## config.mk

```make
export PLATFORM = sky130hd
export DESIGN_NAME = csel_addsub_reg
export DESIGN_NICKNAME = d
export VERILOG_FILES = /design/src/rtl/csa_pkg.sv /design/src/rtl/csa_dual_slice.sv /design/src/rtl/csa_section.sv /design/src/rtl/csa_result_reg.sv /design/src/rtl/csel_addsub_reg.sv
export SDC_FILE = /design/constraint.sdc
export NUM_CORES = 1
export LEC_CHECK = 0
export ABC_AREA = 1
export BUFFER_PORTS_ARGS = -buffer_cell sky130_fd_sc_hd__buf_2
export CORE_MARGIN = 1.5
export CORE_UTILIZATION = 35
export CTS_CLUSTER_DIAMETER = 60
export CTS_CLUSTER_SIZE = 30
export DETAILED_ROUTE_END_ITERATION = 10
export PLACE_DENSITY_LB_ADDON = 0.15
export SYNTH_ARGS = -nofsm -noshare
export SYNTH_HDL_FRONTEND = slang
export SYNTH_SLANG_ARGS = --single-unit
```

## constraint.sdc

```tcl
create_clock -name clk -period 1.1 [get_ports clk]
set_input_delay 0.165 -clock clk [delete_from_list [all_inputs] [get_ports clk]]
set_output_delay 0.165 -clock clk [all_outputs]
set_load 0.05 [all_outputs]
```

## src/rtl/csa_pkg.sv

```systemverilog
package csa_pkg;

  typedef struct packed {
    logic s;
    logic c;
  } fa_t;

  // One-bit full add: sum and carry-out.
  function automatic fa_t full_add(input logic a, input logic b, input logic c);
    fa_t r;
    r.s = a ^ b ^ c;
    r.c = (a & b) | (c & (a ^ b));
    return r;
  endfunction

  // Number of sections needed to cover a width.
  function automatic int sec_count(input int width, input int sec_bits);
    return (width + sec_bits - 1) / sec_bits;
  endfunction

  // Width of section idx; the last one takes the remainder.
  function automatic int sec_width(input int width, input int sec_bits, input int idx);
    int n;
    n = sec_count(width, sec_bits);
    if (idx < n - 1) return sec_bits;
    return width - (n - 1) * sec_bits;
  endfunction

  // Carry into a bit, recovered from its operands and sum.
  function automatic logic carry_in_of(input logic a, input logic b, input logic s);
    return a ^ b ^ s;
  endfunction

endpackage

```

## src/rtl/csa_dual_slice.sv

```systemverilog
module csa_dual_slice
  import csa_pkg::*;
(
  input  logic a,
  input  logic b,
  input  logic ci_if0,
  input  logic ci_if1,
  output logic s_if0,
  output logic s_if1,
  output logic co_if0,
  output logic co_if1
);

  fa_t path0;
  fa_t path1;

  // Both assumed chains are evaluated side by side.
  always_comb begin
    path0  = full_add(a, b, ci_if0);
    path1  = full_add(a, b, ci_if1);
    s_if0  = path0.s;
    co_if0 = path0.c;
    s_if1  = path1.s;
    co_if1 = path1.c;
  end

endmodule

```

## src/rtl/csa_section.sv

```systemverilog
module csa_section #(
  parameter int WIDTH = 5
) (
  input  logic [WIDTH-1:0] a,
  input  logic [WIDTH-1:0] b,
  input  logic             cin,
  output logic [WIDTH-1:0] sum,
  output logic             cout
);

  logic [WIDTH:0]   chain0;
  logic [WIDTH:0]   chain1;
  logic [WIDTH-1:0] sum0;
  logic [WIDTH-1:0] sum1;

  assign chain0[0] = 1'b0;
  assign chain1[0] = 1'b1;

  for (genvar i = 0; i < WIDTH; i++) begin : g_bit
    csa_dual_slice u_slice (
      .a      (a[i]),
      .b      (b[i]),
      .ci_if0 (chain0[i]),
      .ci_if1 (chain1[i]),
      .s_if0  (sum0[i]),
      .s_if1  (sum1[i]),
      .co_if0 (chain0[i+1]),
      .co_if1 (chain1[i+1])
    );
  end

  // The true carry only selects here.
  assign sum  = cin ? sum1 : sum0;
  assign cout = cin ? chain1[WIDTH] : chain0[WIDTH];

endmodule

```

## src/rtl/csa_result_reg.sv

```systemverilog
module csa_result_reg #(
  parameter int WIDTH = 16
) (
  input  logic             clk,
  input  logic             arst_n,
  input  logic             hold_en,
  input  logic             sync_clr,
  input  logic             sync_load,
  input  logic [WIDTH-1:0] load_val,
  input  logic [WIDTH-1:0] d_res,
  input  logic             d_carry,
  input  logic             d_ovf,
  output logic [WIDTH-1:0] q_res,
  output logic             q_carry,
  output logic             q_ovf
);

  always_ff @(posedge clk or negedge arst_n) begin
    if (!arst_n) begin
      q_res   <= '0;
      q_carry <= 1'b0;
      q_ovf   <= 1'b0;
    end else if (sync_clr) begin
      q_res   <= '0;
      q_carry <= 1'b0;
      q_ovf   <= 1'b0;
    end else if (sync_load) begin
      q_res   <= load_val;
      q_carry <= 1'b0;
      q_ovf   <= 1'b0;
    end else if (hold_en) begin
      q_res   <= d_res;
      q_carry <= d_carry;
      q_ovf   <= d_ovf;
    end
  end

endmodule

```

## src/rtl/csel_addsub_reg.sv

```systemverilog
module csel_addsub_reg
  import csa_pkg::*;
#(
  parameter int WIDTH    = 16,
  parameter int SEC_BITS = 5
) (
  input  logic             clk,
  input  logic             arst_n,
  input  logic             hold_en,
  input  logic             sync_clr,
  input  logic             sync_load,
  input  logic             sub_mode,
  input  logic [WIDTH-1:0] op_a,
  input  logic [WIDTH-1:0] op_b,
  input  logic [WIDTH-1:0] load_val,
  output logic [WIDTH-1:0] res_q,
  output logic             carry_q,
  output logic             ovf_q
);

  localparam int NSEC = sec_count(WIDTH, SEC_BITS);
  localparam int MSB  = WIDTH - 1;

  // Named internal events, visible to the checker.
  logic [WIDTH-1:0] b_eff;
  logic [NSEC:0]    sec_carry;
  logic [WIDTH-1:0] arith_sum;
  logic             arith_cout;
  logic             carry_into_msb;
  logic             arith_ovf;

  assign b_eff        = op_b ^ {WIDTH{sub_mode}};
  // The mode control enters only at the very first carry input.
  assign sec_carry[0] = sub_mode;

  for (genvar g = 0; g < NSEC; g++) begin : g_sec
    localparam int LO = g * SEC_BITS;
    localparam int SW = sec_width(WIDTH, SEC_BITS, g);
    csa_section #(.WIDTH(SW)) u_sec (
      .a    (op_a[LO +: SW]),
      .b    (b_eff[LO +: SW]),
      .cin  (sec_carry[g]),
      .sum  (arith_sum[LO +: SW]),
      .cout (sec_carry[g+1])
    );
  end

  assign arith_cout     = sec_carry[NSEC];
  assign carry_into_msb = carry_in_of(op_a[MSB], b_eff[MSB], arith_sum[MSB]);
  assign arith_ovf      = carry_into_msb ^ arith_cout;

  csa_result_reg #(.WIDTH(WIDTH)) u_reg (
    .clk       (clk),
    .arst_n    (arst_n),
    .hold_en   (hold_en),
    .sync_clr  (sync_clr),
    .sync_load (sync_load),
    .load_val  (load_val),
    .d_res     (arith_sum),
    .d_carry   (arith_cout),
    .d_ovf     (arith_ovf),
    .q_res     (res_q),
    .q_carry   (carry_q),
    .q_ovf     (ovf_q)
  );

endmodule

```

### After elaboration in Yosys (flattened, before gate mapping)

Cells that the tools add are included.

| cells by class | value |
|---|---|
| bitwise operators | 115 |
| muxes and demuxes | 17 |
| reductions and logical operators | 1 |

Operators by type and width:

| kind | count |
|---|---|
| two-way mux 16 bit | 3 |
| bitwise XOR 1 bit | 42 |
| AND 1 bit | 40 |
| OR 1 bit | 28 |
| bitwise XOR 16 bit | 1 |
| two-way mux 5 bit | 3 |
| two-way mux 1 bit | 11 |
| inverter 1 bit | 4 |
| nonzero test 3 bit | 1 |

| word-level totals | value |
|---|---|
| input port bits | 54 |
| logic and storage cells | 136 |
| output and inout bits | 18 |
| register bits after elaboration | 18 |

### Depth between registers and ports, before layout

| logic depth | value |
|---|---|
| depth after elaboration | 20 |
| depth in mapped cells | 28 |
| mapped depth without buffers | 28 |

### Cells and area by module

From an unflattened synthesis, not the netlist that was laid out.

| second synthesis, totals | value |
|---|---|
| cells, all modules | 270 |
| area, all modules | 2102.0 sq um |

By module, submodules not included:

| module | cells an instance | area an instance (sq um) | sequential area each (sq um) | instances |
|---|---|---|---|---|
| csa_result_reg | 132 | 948.4 | 450.4 | 1 |
| csa_dual_slice | 2 | 40.0 | 0.0 | 16 |
| csel_addsub_reg | 34 | 242.7 | 0.0 | 1 |
| csa_section (g_sec[0].u_sec ...) | 21 | 78.8 | 0.0 | 3 |
| csa_section (g_sec[3].u_sec) | 9 | 33.8 | 0.0 | 1 |

### Least setup slack after synthesis

OpenSTA, ideal clock, no wires.

| path | value |
|---|---|
| path kind | input to register |
| start | input port sub_mode |
| end | register u_reg.q_carry |
| path buffers | 2 |
| cell stages on the path | 26 |
| setup time | 66 ps |
| data required time | 1034 ps |
| setup slack | -4346 ps |
| arrival | 5380 ps |
| path through | buf_2 -> buf_4 -> xnor2_1 -> fa_1 -> fa_1 -> fa_1 -> inv_1 -> fa_1 -> o21ai_0 -> fa_1 -> fa_1 -> fa_1 -> inv_1 -> fa_1 -> o21ai_0 -> fa_1 -> fa_1 -> inv_1 -> fa_1 -> inv_1 -> fa_1 -> inv_1 -> nor2_1 -> nor2_1 -> nand3_1 -> nand2_1 |

| on the way | value |
|---|---|
| word-level cells in the longest chain between the ends | 18 |
| elaborated cells on any way between the ends | 92 |
| those cells by class | mux (7); bitwise (85) |

RTL lines:

| element | line | text |
|---|---|---|
| start, declared | csel_addsub_reg.sv:12 | `input logic sub_mode,` |
| bitwise XOR 16 bit | csel_addsub_reg.sv:32 | `assign b_eff = op_b ^ {WIDTH{sub_mode}};` |
| AND 1 bit / bitwise XOR 1 bit (equally long branches) | csa_pkg.sv:12 | `r.c = (a & b) \| (c & (a ^ b));` |
| OR 1 bit | csa_pkg.sv:12 |  |
| AND 1 bit | csa_pkg.sv:12 |  |
| OR 1 bit | csa_pkg.sv:12 |  |
| AND 1 bit | csa_pkg.sv:12 |  |
| OR 1 bit | csa_pkg.sv:12 |  |
| AND 1 bit | csa_pkg.sv:12 |  |
| OR 1 bit | csa_pkg.sv:12 |  |
| AND 1 bit | csa_pkg.sv:12 |  |
| OR 1 bit | csa_pkg.sv:12 |  |
| two-way mux 1 bit (3 in a row) | csa_section.sv:34 | `assign cout = cin ? chain1[WIDTH] : chain0[WIDTH];` |
| two-way mux 1 bit * | csa_section.sv:34 |  |
| two-way mux 1 bit * | csa_result_reg.sv:31 | `end else if (hold_en) begin` |
| two-way mux 1 bit * | csa_result_reg.sv:27 | `end else if (sync_load) begin` |
| two-way mux 1 bit * | csa_result_reg.sv:23 | `end else if (sync_clr) begin` |
| end signal, assigned | csa_result_reg.sv:33 | `q_carry <= d_carry;` |
| end, declared | csa_result_reg.sv:14 | `output logic q_carry,` |

Every way passes the cells marked *; elsewhere a longest branch is shown, timed or not. The select of a mux whose other input is x is not followed.
A chain may end at the register's enable or synchronous reset.

### Final worst setup path

| path | value |
|---|---|
| start | input port sub_mode |
| end | register u_reg.q_res[14] |

| on the way | value |
|---|---|
| word-level cells in the longest chain between the ends | 17 |
| elaborated cells on any way between the ends | 85 |
| those cells by class | mux (6); bitwise (79) |

RTL lines:

| element | line | text |
|---|---|---|
| bitwise XOR 16 bit | csel_addsub_reg.sv:32 |  |
| AND 1 bit / bitwise XOR 1 bit (equally long branches) | csa_pkg.sv:12 |  |
| OR 1 bit | csa_pkg.sv:12 |  |
| AND 1 bit | csa_pkg.sv:12 |  |
| OR 1 bit | csa_pkg.sv:12 |  |
| AND 1 bit | csa_pkg.sv:12 |  |
| OR 1 bit | csa_pkg.sv:12 |  |
| AND 1 bit | csa_pkg.sv:12 |  |
| OR 1 bit | csa_pkg.sv:12 |  |
| AND 1 bit | csa_pkg.sv:12 |  |
| OR 1 bit | csa_pkg.sv:12 |  |
| two-way mux 1 bit (2 in a row) | csa_section.sv:34 |  |
| two-way mux 5 bit * | csa_section.sv:33 | `assign sum = cin ? sum1 : sum0;` |
| two-way mux 16 bit * | csa_result_reg.sv:31 |  |
| two-way mux 16 bit * | csa_result_reg.sv:27 |  |
| two-way mux 16 bit * | csa_result_reg.sv:23 |  |
| end signal, assigned | csa_result_reg.sv:28 | `q_res <= load_val;` |
| end signal, assigned | csa_result_reg.sv:32 | `q_res <= d_res;` |
| end, declared | csa_result_reg.sv:13 | `output logic [WIDTH-1:0] q_res,` |

Marks and branches as above.

==> qor.csv <==
stage,metric,value,unit
cells_and_area,Area growth syn-to-layout,44.2,%
worst_setup_path,crit-path cells,"buf_12, xnor2_4, fa_2, fa_2, fa_2, inv_2, fa_2, o21ai_2, fa_2, fa_2, fa_2, inv_2, fa_2, o21ai_2, fa_2, fa_2, inv_2, fa_2, inv_2, fa_2, o21ai_2, nand2_1, nand2_1",
detailed_routing,DR pass1 iterations,4,
clocking,clk sinks,18,
flow_run,MaxCap Viol Count,0,
sta,# setup viols final,16,
min_path,Hold Path Depth,5,
cells_and_area,fillers,417,
cells_and_area,nets,360,
place,dpl hpwl,2.90,mm
clocking,cts bufs inserted,3,
floorplan,Die X,68.9,um
worst_setup_path,reg-to-reg startpoint,u_reg.q_res[10],
worst_setup_path,Critical Path Fanout Max,4,
cells_and_area,ANT cells,0,
cells_and_area,post-route cell area,2190,um^2
sta,Layout Skew,0,ns
worst_setup_path,Worst R2R End,u_reg.q_res[10],
global_route,pin count of the biggest net entering global routing,22,
logic_synthesis,Cells after Synth,204,
global_route,remaining global-route overflow,0,
logic_synthesis,syn avg cell area,7.45,um^2
sta,unrepaired setup endpoints after global routing,true,
sta,Max Freq,0.216,GHz
logic_synthesis,Yosys cell types,15,
floorplan,Die Ht,68.9,um
detailed_routing,routed wire length,3.40,mm
detailed_routing,Vias/cell,4.14,
sta,worst-margin pin slew,0.398,ns
min_path,worst hold path class,input port to register,
sta,setup TNS,-34.95,ns
cells_and_area,final cell count without fillers,337,
floorplan,die area,4750,um^2
floorplan,std cell rows,23,
place,dpl cell area,2040,um^2
floorplan,core area,4090,um^2
place,pre-CTS WS,-3.92,ns
clocking,CTS tree,done,
global_route,initial antenna violation count,0,
logic_synthesis,synthesized cell area,1520,um^2
logic_synthesis,Ys Warns,0,
detailed_routing,via count,1394,
detailed_routing,DRT antenna net count,0,
pwr,Peak supply drop,0.000350,V
min_path,HP Start,load_val[3],
sta,Final min period,4.62,ns
sta,Final Cycle Share,4.20,
sta,WHS,0.202,ns
global_route,wire length of the first global-routing pass,5.33,mm
min_path,Hold Crit Endpoint,u_reg.q_res[3],
sta,relative slew slack,0.735,
logic_synthesis,Post-Syn Nets,276,
clocking,clk slew on worst S/H paths,0.07,ns
pwr,LEAKAGE,1.27,nW
worst_setup_path,Worst EP arrival,4.77,ns
floorplan,IO Count,72,
clocking,clock root cell,clkbuf_8,
pwr,post-layout power,2.42,mW
outcome,violated checks,setup timing,
worst_setup_path,crit start category,input port,
place,gp weighted congestion,0.847,
detailed_routing,wire length per cell,10.1,um
worst_setup_path,CP peak stage delay,0.52,ns
worst_setup_path,"Slowest-stage cell, CP",fa_2,
sta,Fin. Hold Viols,0,
detailed_routing,drt drc,0,
global_route,Total Routing Usage GR,0.150,
place,Port Buf Inserts,71,
worst_setup_path,WS Path Type,input port to register,
clocking,H-tree depth,1,
pwr,PD cells,1110,nW/um^2
cells_and_area,share of cells above drive strength 1,0.439,
outcome,status,"complete, but fails checks",
place,placed instance count,329,
detailed_routing,Initial DRC Count,85,
cells_and_area,final core utilization,0.536,
logic_synthesis,sequential area share after synthesis,0.296,
worst_setup_path,Crit. End Element,register,
floorplan,initial core utilization,0.372,
worst_setup_path,worst path required time,1.24,ns
sta,"Slew Viols, Final",0,
logic_synthesis,synthesized flop and latch total,18,
clocking,clk_lat worst skew,0.25,ns
global_route,number of global-route vias before repair,1316,
sta,final setup margin,-3.52,ns
worst_setup_path,FF-to-FF setup slack,0.48,ns
clocking,clk buf depth,2,
worst_setup_path,FF-to-FF path depth,2,
worst_setup_path,cell mode on critical path,fa_2,
## cell usage after synthesis (all sizes together)
library cell  count  share of area
buf               7          0.028
dfrtp            18           0.30
fa               12           0.16
ha                6          0.049
inv              32          0.079
nand2            83           0.20
nand3             6          0.023
nor2             12          0.030
o21ai            13          0.045
xnor2            12          0.069
xor2              3          0.017
## flip-flops by register name, indices dropped and copies added (netlist names)
name           cells
u_reg.q_res       16
u_reg.q_ovf        1
u_reg.q_carry      1
## worst max-delay path: cells and delay by family
kind	cells	cell delay [ns]
AO/OA/AOI/OAI	3	0.17
AND/OR/NAND/NOR	2	0.11
XOR/XNOR	1	0.14
buffers and inverters	5	0.33
adder cells (fa/ha/maj)	12	3.84
## cell usage in the layout (no fill, tap or decap), types with 3 or more instances in the layout
| cell | n |
|---|---|
| buf_2 | 69 |
| buf_4 | 13 |
| clkbuf_8 | 4 |
| dfrtp_1 | 18 |
| fa_2 | 12 |
| ha_1 | 6 |
| inv_1 | 23 |
| inv_2 | 9 |
| nand2_1 | 81 |
| nand3_1 | 5 |
| nor2_1 | 10 |
| o21ai_2 | 10 |
| xnor2_1 | 11 |
| xor2_1 | 3 |
## worst max-delay path by stage
stage / start / end / slack (ns)
2_1_floorplan: sub_mode / u_reg.q_res[14] / -3.87
3_3_place_gp: sub_mode / u_reg.q_res[14] / -3.86
3_5_place_dp: sub_mode / u_reg.q_carry / -3.92
4_1_cts: sub_mode / u_reg.q_carry / -3.52
5_1_grt: sub_mode / u_reg.q_carry / -3.67
6_report: sub_mode / u_reg.q_res[14] / -3.52
## layer usage
layer / GRT usage / wire length [um] / vias up
met5: 0 / 0 / -
met3: 0.0146 / 138 / 2
met2: 0.245 / 1570 / 35
li1: - / - / 762
met1: 0.209 / 1670 / 595
met4: 0.0515 / 27 / 0
## what timing repair did
| action | CTS | global route |
|---|---|---|
| gates resized for setup | 8 | 13 |
| setup endpoints to repair | 17 | 17 |
| hold buffers | 1 | 0 |
| buffers inserted | 2 | 1 |
| pin swaps | 7 | 8 |
| endpoints found under the hold margin | 18 | 0 |
## area by class of cell
type / count / area (um^2) / area share
inverter: 32 / 120 / 0.0548
multi-input combinational: 147 / 1000 / 0.456
clock buffer: 4 / 55.1 / 0.0251
sequential: 18 / 450 / 0.205
tap: 50 / 62.6 / 0.0285
timing repair buffer: 86 / 504 / 0.230
## power breakdown
group          internal, mW  total, mW  switching [mW]
registers             0.728      0.762          0.0345
logic                 0.453       1.13           0.678
clock network         0.317      0.529           0.211
total                  1.50       2.42           0.924
## cell families after synthesis
group                    synth area share
adder cells (fa/ha/maj)             0.207
flip-flops                          0.296
buffers and inverters               0.107
AO/OA/AOI/OAI                      0.0453
AND/OR/NAND/NOR                     0.258
XOR/XNOR                           0.0864
(Power assumes the default switching activity.)
